--- src/rtl/pp_buf_pkg.sv ---
package pp_buf_pkg;

    typedef enum logic {
        FILL_IDLE = 1'b0,
        FILL_OPEN = 1'b1
    } fill_st_t;

    typedef enum logic {
        DRN_IDLE = 1'b0,
        DRN_RUN  = 1'b1
    } drn_st_t;

    // cyclic word index: (base + offset) mod n
    function automatic int unsigned wrap_add(int unsigned base, int unsigned offset,
                                             int unsigned n);
        return (base + offset) % n;
    endfunction

endpackage

--- src/rtl/pp_half_store.sv ---
module pp_half_store #(
    parameter int DATA_W    = 64,
    parameter int BLK_WORDS = 4,
    localparam int IDX_W    = $clog2(BLK_WORDS)
) (
    input  logic              clk,
    input  logic              we,
    input  logic              we_half,
    input  logic [IDX_W-1:0]  we_slot,
    input  logic [DATA_W-1:0] wdata,
    input  logic              re,
    input  logic              re_half,
    input  logic [IDX_W-1:0]  re_slot,
    output logic [DATA_W-1:0] rdata
);

    for (genvar h = 0; h < 2; h++) begin : g_half
        logic [DATA_W-1:0] bank [BLK_WORDS];

        always_ff @(posedge clk) begin
            if (we && (we_half == 1'(h))) begin
                bank[we_slot] <= wdata;
            end
        end
    end

    always_ff @(posedge clk) begin
        if (re) begin
            rdata <= re_half ? g_half[1].bank[re_slot] : g_half[0].bank[re_slot];
        end
    end

endmodule

--- src/rtl/pp_fill_ctrl.sv ---
module pp_fill_ctrl
    import pp_buf_pkg::*;
#(
    parameter int BLK_WORDS = 4,
    localparam int IDX_W    = $clog2(BLK_WORDS),
    localparam int CNT_W    = IDX_W + 1
) (
    input  logic                       clk,
    input  logic                       rst,
    input  logic                       wr_valid,
    input  logic                       wr_start,
    input  logic [IDX_W-1:0]           wr_first,
    input  logic                       free_vld,
    input  logic                       free_half,
    output logic [1:0]                 occ,
    output logic [1:0][CNT_W-1:0]      wcnt,
    output logic [1:0][IDX_W-1:0]      first_idx,
    output logic                       we,
    output logic                       we_half,
    output logic [IDX_W-1:0]           we_slot,
    output logic                       wr_full
);

    localparam logic [CNT_W-1:0] FULL_CNT = CNT_W'(BLK_WORDS);
    localparam logic [CNT_W-1:0] LAST_CNT = CNT_W'(BLK_WORDS - 1);

    fill_st_t fill_st;
    logic     wsel;
    logic     fhalf;
    logic     accept;
    logic     cont;

    assign wr_full = occ[wsel];
    assign accept  = wr_valid && wr_start && (fill_st == FILL_IDLE) && !occ[wsel];
    assign cont    = wr_valid && !wr_start && (fill_st == FILL_OPEN);

    assign we      = accept || cont;
    assign we_half = accept ? wsel : fhalf;
    assign we_slot = accept ? '0 : wcnt[fhalf][IDX_W-1:0];

    always_ff @(posedge clk) begin
        if (rst) begin
            fill_st   <= FILL_IDLE;
            wsel      <= 1'b0;
            fhalf     <= 1'b0;
            occ       <= '0;
            wcnt      <= '0;
            first_idx <= '0;
        end else begin
            if (free_vld) begin
                occ[free_half]  <= 1'b0;
                wcnt[free_half] <= '0;
            end
            if (accept) begin
                occ[wsel]       <= 1'b1;
                wcnt[wsel]      <= CNT_W'(1);
                first_idx[wsel] <= wr_first;
                fhalf           <= wsel;
                wsel            <= ~wsel;
                fill_st         <= FILL_OPEN;
            end else if (cont) begin
                wcnt[fhalf] <= wcnt[fhalf] + CNT_W'(1);
                if (wcnt[fhalf] == LAST_CNT) begin
                    fill_st <= FILL_IDLE;
                end
            end
        end
    end

    AST_WCNT_BOUND: assert property (@(posedge clk) disable iff (rst)
        (wcnt[0] <= FULL_CNT) && (wcnt[1] <= FULL_CNT));

    AST_COUNT_NEEDS_OCC: assert property (@(posedge clk) disable iff (rst)
        (wcnt[0] != '0) |-> occ[0]);

endmodule

--- src/rtl/pp_drain_ctrl.sv ---
module pp_drain_ctrl
    import pp_buf_pkg::*;
#(
    parameter int BLK_WORDS = 4,
    localparam int IDX_W    = $clog2(BLK_WORDS),
    localparam int CNT_W    = IDX_W + 1
) (
    input  logic                       clk,
    input  logic                       rst,
    input  logic                       rd_start,
    input  logic [1:0]                 occ,
    input  logic [1:0][CNT_W-1:0]      wcnt,
    input  logic [1:0][IDX_W-1:0]      first_idx,
    output logic                       re,
    output logic                       re_half,
    output logic [IDX_W-1:0]           re_slot,
    output logic                       free_vld,
    output logic                       free_half,
    output logic                       rd_valid,
    output logic [IDX_W-1:0]           rd_idx,
    output logic                       rd_last
);

    localparam logic [CNT_W-1:0] FULL_CNT = CNT_W'(BLK_WORDS);
    localparam logic [CNT_W-1:0] LAST_CNT = CNT_W'(BLK_WORDS - 1);

    drn_st_t          drn_st;
    logic             rsel;
    logic [CNT_W-1:0] rcnt;
    logic             start_ok;
    logic             take;
    logic             last_take;

    assign start_ok  = rd_start && (drn_st == DRN_IDLE) && occ[rsel];
    assign take      = (drn_st == DRN_RUN) && (wcnt[rsel] > rcnt);
    assign last_take = take && (rcnt == LAST_CNT);

    assign re        = take;
    assign re_half   = rsel;
    assign re_slot   = rcnt[IDX_W-1:0];
    assign free_vld  = last_take;
    assign free_half = rsel;

    always_ff @(posedge clk) begin
        if (rst) begin
            drn_st   <= DRN_IDLE;
            rsel     <= 1'b0;
            rcnt     <= '0;
            rd_valid <= 1'b0;
            rd_last  <= 1'b0;
            rd_idx   <= '0;
        end else begin
            rd_valid <= take;
            rd_last  <= last_take;
            if (take) begin
                rd_idx <= IDX_W'(wrap_add(int'(first_idx[rsel]), int'(rcnt), BLK_WORDS));
            end
            if (start_ok) begin
                drn_st <= DRN_RUN;
                rcnt   <= '0;
            end else if (last_take) begin
                drn_st <= DRN_IDLE;
                rsel   <= ~rsel;
                rcnt   <= '0;
            end else if (take) begin
                rcnt <= rcnt + CNT_W'(1);
            end
        end
    end

    AST_TAKE_OCCUPIED: assert property (@(posedge clk) disable iff (rst)
        take |-> occ[rsel]);

    AST_FREE_AFTER_FILL: assert property (@(posedge clk) disable iff (rst)
        free_vld |-> (wcnt[free_half] == FULL_CNT));

    AST_LAST_ENDS_BURST: assert property (@(posedge clk) disable iff (rst)
        (rd_valid && rd_last) |=> !rd_valid);

endmodule

--- src/rtl/pp_read_buffer.sv ---
module pp_read_buffer #(
    parameter int DATA_W    = 64,
    parameter int BLK_WORDS = 4,
    localparam int IDX_W    = $clog2(BLK_WORDS),
    localparam int CNT_W    = IDX_W + 1
) (
    input  logic              clk,
    input  logic              rst,
    input  logic              wr_valid,
    input  logic              wr_start,
    input  logic [IDX_W-1:0]  wr_first,
    input  logic [DATA_W-1:0] wr_data,
    output logic              wr_full,
    input  logic              rd_start,
    output logic              rd_valid,
    output logic [DATA_W-1:0] rd_data,
    output logic [IDX_W-1:0]  rd_idx,
    output logic              rd_last,
    output logic [1:0]        half_empty,
    output logic [1:0]        half_full
);

    localparam logic [CNT_W-1:0] FULL_CNT = CNT_W'(BLK_WORDS);

    logic [1:0]            occ;
    logic [1:0][CNT_W-1:0] wcnt;
    logic [1:0][IDX_W-1:0] first_idx;
    logic                  we;
    logic                  we_half;
    logic [IDX_W-1:0]      we_slot;
    logic                  re;
    logic                  re_half;
    logic [IDX_W-1:0]      re_slot;
    logic                  free_vld;
    logic                  free_half;

    pp_fill_ctrl #(.BLK_WORDS(BLK_WORDS)) u_fill (
        .clk       (clk),
        .rst       (rst),
        .wr_valid  (wr_valid),
        .wr_start  (wr_start),
        .wr_first  (wr_first),
        .free_vld  (free_vld),
        .free_half (free_half),
        .occ       (occ),
        .wcnt      (wcnt),
        .first_idx (first_idx),
        .we        (we),
        .we_half   (we_half),
        .we_slot   (we_slot),
        .wr_full   (wr_full)
    );

    pp_drain_ctrl #(.BLK_WORDS(BLK_WORDS)) u_drain (
        .clk       (clk),
        .rst       (rst),
        .rd_start  (rd_start),
        .occ       (occ),
        .wcnt      (wcnt),
        .first_idx (first_idx),
        .re        (re),
        .re_half   (re_half),
        .re_slot   (re_slot),
        .free_vld  (free_vld),
        .free_half (free_half),
        .rd_valid  (rd_valid),
        .rd_idx    (rd_idx),
        .rd_last   (rd_last)
    );

    pp_half_store #(.DATA_W(DATA_W), .BLK_WORDS(BLK_WORDS)) u_store (
        .clk     (clk),
        .we      (we),
        .we_half (we_half),
        .we_slot (we_slot),
        .wdata   (wr_data),
        .re      (re),
        .re_half (re_half),
        .re_slot (re_slot),
        .rdata   (rd_data)
    );

    assign half_empty = ~occ;

    for (genvar h = 0; h < 2; h++) begin : g_stat
        assign half_full[h] = (wcnt[h] == FULL_CNT);
    end

    AST_FULL_BOTH: assert property (@(posedge clk) disable iff (rst)
        wr_full |-> (half_empty == 2'b00));

    AST_FULL_IMPLIES_BUSY: assert property (@(posedge clk) disable iff (rst)
        (half_full & half_empty) == 2'b00);

endmodule

--- config.mk ---
export PLATFORM = sky130hd
export DESIGN_NAME = pp_read_buffer
export DESIGN_NICKNAME = d
export VERILOG_FILES = /design/src/rtl/pp_buf_pkg.sv /design/src/rtl/pp_half_store.sv /design/src/rtl/pp_fill_ctrl.sv /design/src/rtl/pp_drain_ctrl.sv /design/src/rtl/pp_read_buffer.sv
export SDC_FILE = /design/constraint.sdc
export NUM_CORES = 1
export LEC_CHECK = 0
export BUFFER_PORTS_ARGS = -buffer_cell sky130_fd_sc_hd__buf_2
export CAP_MARGIN = 40
export CORE_UTILIZATION = 48
export CTS_BUF_LIST = sky130_fd_sc_hd__clkbuf_16
export DETAILED_ROUTE_END_ITERATION = 16
export PLACE_DENSITY = 0.63
export SYNTH_ARGS = -nofsm -noshare
export SYNTH_HDL_FRONTEND = slang
export SYNTH_HIERARCHICAL = 1
export SYNTH_SLANG_ARGS = --single-unit
--- constraint.sdc ---
create_clock -name clk -period 9.8 [get_ports clk]
set_clock_uncertainty 0.15 [all_clocks]
set_input_delay 0.98 -clock clk [delete_from_list [all_inputs] [get_ports clk]]
set_output_delay 0.98 -clock clk [all_outputs]
set_load 0.01 [all_outputs]
==> results.py <==
metrics = {
    "outcome": {
        "status": "completed",
    },
    "floorplanning": {
        "die_x_um": 218.7,
        "die_y_um": 218.7,
        "die_area_um2": 47820,
        "start_util_pct": 48.51,
        "rows": 79,
        "io_pins": 144,
        "core_um2": 46460,
    },
    "clock_network": {
        "cts_tree": "yes",
        "htreeDepth": 2,
        "hold_buffers": 0,
        "cts.path.max_buffers": 3,
        "clk_root_buffer_cell": "clkbuf_16",
        "numCtsBuffers": 60,
        "postCtsSetupBuffers": 0,
        "path_clk_slew_ps": 60,
        "worstSkewPairLatency_ps": 620,
        "post_cts_resized": 0,
        "clock_sinks": 600,
    },
    "setup_path": {
        "slowest_delay_ps": 590,
        "critPathKind": "flop to flop",
        "cp-start-kind": "flop",
        "critPathArrivalTime_ps": 3410,
        "critical_path.top_delay_family": "flip-flops",
        "cp_cell_sequence": "mux2_2 -> ha_1 -> nand3_1 -> o211ai_1 -> nor2_4 -> buf_4 -> buf_16",
        "cpMaxStageDelayCell": "dfxtp_4",
        "critPathRequiredTime_ps": 9910,
        "worst_setup_path_end_kind": "flop",
        "crit_fanout": 51,
        "cp_num_buf_inv": 2,
    },
    "synthesis": {
        "async_flop_share_pct": 0,
        "yosysUniqueCellTypes": 45,
        "syn_avg_cell_area_um2": 23.48,
        "syn_nets": 1039,
        "ys_ff_latch": 600,
        "synth_edf_count": 576,
        "ys_seq_area_share_pct": 78.88,
        "postSynthCellCount": 960,
        "syn_area_um2": 22540,
        "synth_top_flop_cell": "edfxtp_1",
        "synth.yosys.warnings": 6,
    },
    "sta": {
        "fin_crit_sh_pct": 33.59,
        "period_minus_slack_ps": 3292,
        "slew_headroom_pct": 42.39,
        "max_freq_ghz": 0.3038,
        "final_hold_viol_count": 0,
        "finalSetupTns_ps": 0,
        "rsz0062_at_grt": "no",
        "slew_viol_final": 0,
        "finalSetupViolCount": 0,
        "tightest_slew_ps": 864.2,
    },
    "placed_design": {
        "dp.cells": 1695,
        "place_congestion": 0.7383,
        "portBuffers": 143,
        "hpwlAfterDp_um": 24460,
    },
    "layout": {
        "nets": 1229,
        "mostFrequentLayoutCells": "576 x edfxtp_1, 143 x buf_2, 128 x mux4_2",
        "nFillCells": 3501,
        "layout-drive-gt1-share_pct": 38.62,
        "area_delta_synth_final_pct": 15.62,
        "final_common_cell": "edfxtp_1",
        "final_cell_count_no_fill": 1807,
    },
    "routing": {
        "wl_um": 43120,
        "ant_nets": 0,
        "drc": 0,
        "drt_pre_antenna_iters": 5,
        "routed_via_density": 5.557,
        "wire_per_inst_um": 23.86,
        "dr_total_vias": 10040,
        "dr.first_iter.drc_count": 614,
    },
    "power_and_ir_drop": {
        "power_mw": 5.152,
        "power_density_nw_per_um2": 197.7,
        "ir_worst_vdd_mv": 0.1485,
        "p_leak_nw": 8.352,
    },
    "global_route": {
        "gr-usage-all-layers_pct": 18.53,
        "grt_max_degree": 57,
        "grt-ovfl-total": 0,
        "antenna_found_initial": 9,
        "grt_first_pass_wirelength_um": 65120,
        "grt_pass1_vias": 10420,
    },
    "worst_hold_path": {
        "hp-class": "flop to flop",
    },
    "flow_run": {
        "drv_cap": 0,
    },
}
## per-layer routing
| metal | GRT usage (%) | part of all wire, % | vias up |
|---|---|---|---|
| li1 | - | - | 4429 |
| met1 | 25.76 | 43 | 5311 |
| met2 | 30.13 | 50 | 218 |
| met3 | 3.827 | 4.9 | 74 |
| met4 | 4.606 | 1.7 | 10 |
| met5 | 0 | 0.15 | - |
## worst paths after layout
path / slack, ps / cells past startpoint / start / end
worst min register to register: 330 / 2 / u_drain/rcnt[2]$_SDFFE_PP0P_ / u_drain/rcnt[2]$_SDFFE_PP0P_
worst max-delay path: 6510 / 7 / u_drain/free_half$_SDFFE_PP0P_ / u_store/rdata[61]$_DFFE_PP_
worst max register to register: 6510 / 7 / u_drain/free_half$_SDFFE_PP0P_ / u_store/rdata[61]$_DFFE_PP_
worst min-delay path: 330 / 2 / u_drain/rcnt[2]$_SDFFE_PP0P_ / u_drain/rcnt[2]$_SDFFE_PP0P_
## cell usage after synthesis, drive strengths merged, types with 8 or more instances
cell type  number  area [um2]
clkbuf         11       41.29
edfxtp        576       17300
mux2           72       810.8
nand2          10       37.54
buf            31       227.7
a21oi          12       60.06
nor2           15       56.30
mux4          128        2883
ha              8       100.1
o21ai           8       40.03
dfxtp          24       480.5
## cell type report
class,count,area (um2),share of cell area (%)
antenna,1,2.502,0.009604
timing repair buffer,170,1101,4.226
tap,607,759.5,2.915
inverter,7,26.28,0.1008
clock buffer,61,1526,5.858
sequential,600,17790,68.27
clock inverter,50,325.3,1.249
multi-input combinational,311,4527,17.37
## through the flow
step	hold WS (ps)	worst slack (ps)	utilization, %	cell area (um2)
floorplan	299.6	2805	-	22540
global placement	314.1	5912	51.52	23940
detailed placement	321.7	5964	52.10	24200
CTS	330.8	6484	56.08	26050
global route	361.5	6377	56.08	26050
finish	333.6	6508	56.09	26060
## cells by family (layout without fill, tap and decap cells)
kind of cell / after synthesis / after routing / synth area share [%]
other cells: 0 / 1 / 0
mux: 207 / 207 / 16.70
flops: 600 / 600 / 78.88
xor+xnor: 2 / 2 / 0.07774
compound gates: 36 / 36 / 1.066
buf+inv: 49 / 288 / 1.310
fa+ha+maj: 8 / 8 / 0.4442
simple gates: 58 / 58 / 1.521
## flip-flops by register name (all words and copies together), names as in the netlist
signal and count:
u_store/g_half.bank 512, u_store/rdata 64, u_fill/wcnt 6, u_fill/first_idx 4, u_drain/rcnt 3, u_drain/rd_idx 2
u_fill/occ 2, u_drain/drn_st 1, u_drain/free_half 1, u_drain/rd_last 1, u_drain/rd_valid 1, u_fill/fhalf 1
u_fill/fill_st 1, u_fill/wsel 1
## where the power goes
part           leakage [nW]  total [mW]  internal [mW]  switching, mW
clock network         0.954        2.14           1.20          0.934
registers              5.39        2.86           2.85         0.0123
logic                  2.00       0.154         0.0654         0.0887
## worst reg2reg max path, cell delays in order (launching register included)
cell      delay, ps
dfxtp_4         590
mux2_2          420
ha_1            310
nand3_1         100
o211ai_1        280
nor2_4          470
buf_4           270
buf_16          300
(Power assumes the default switching activity.)
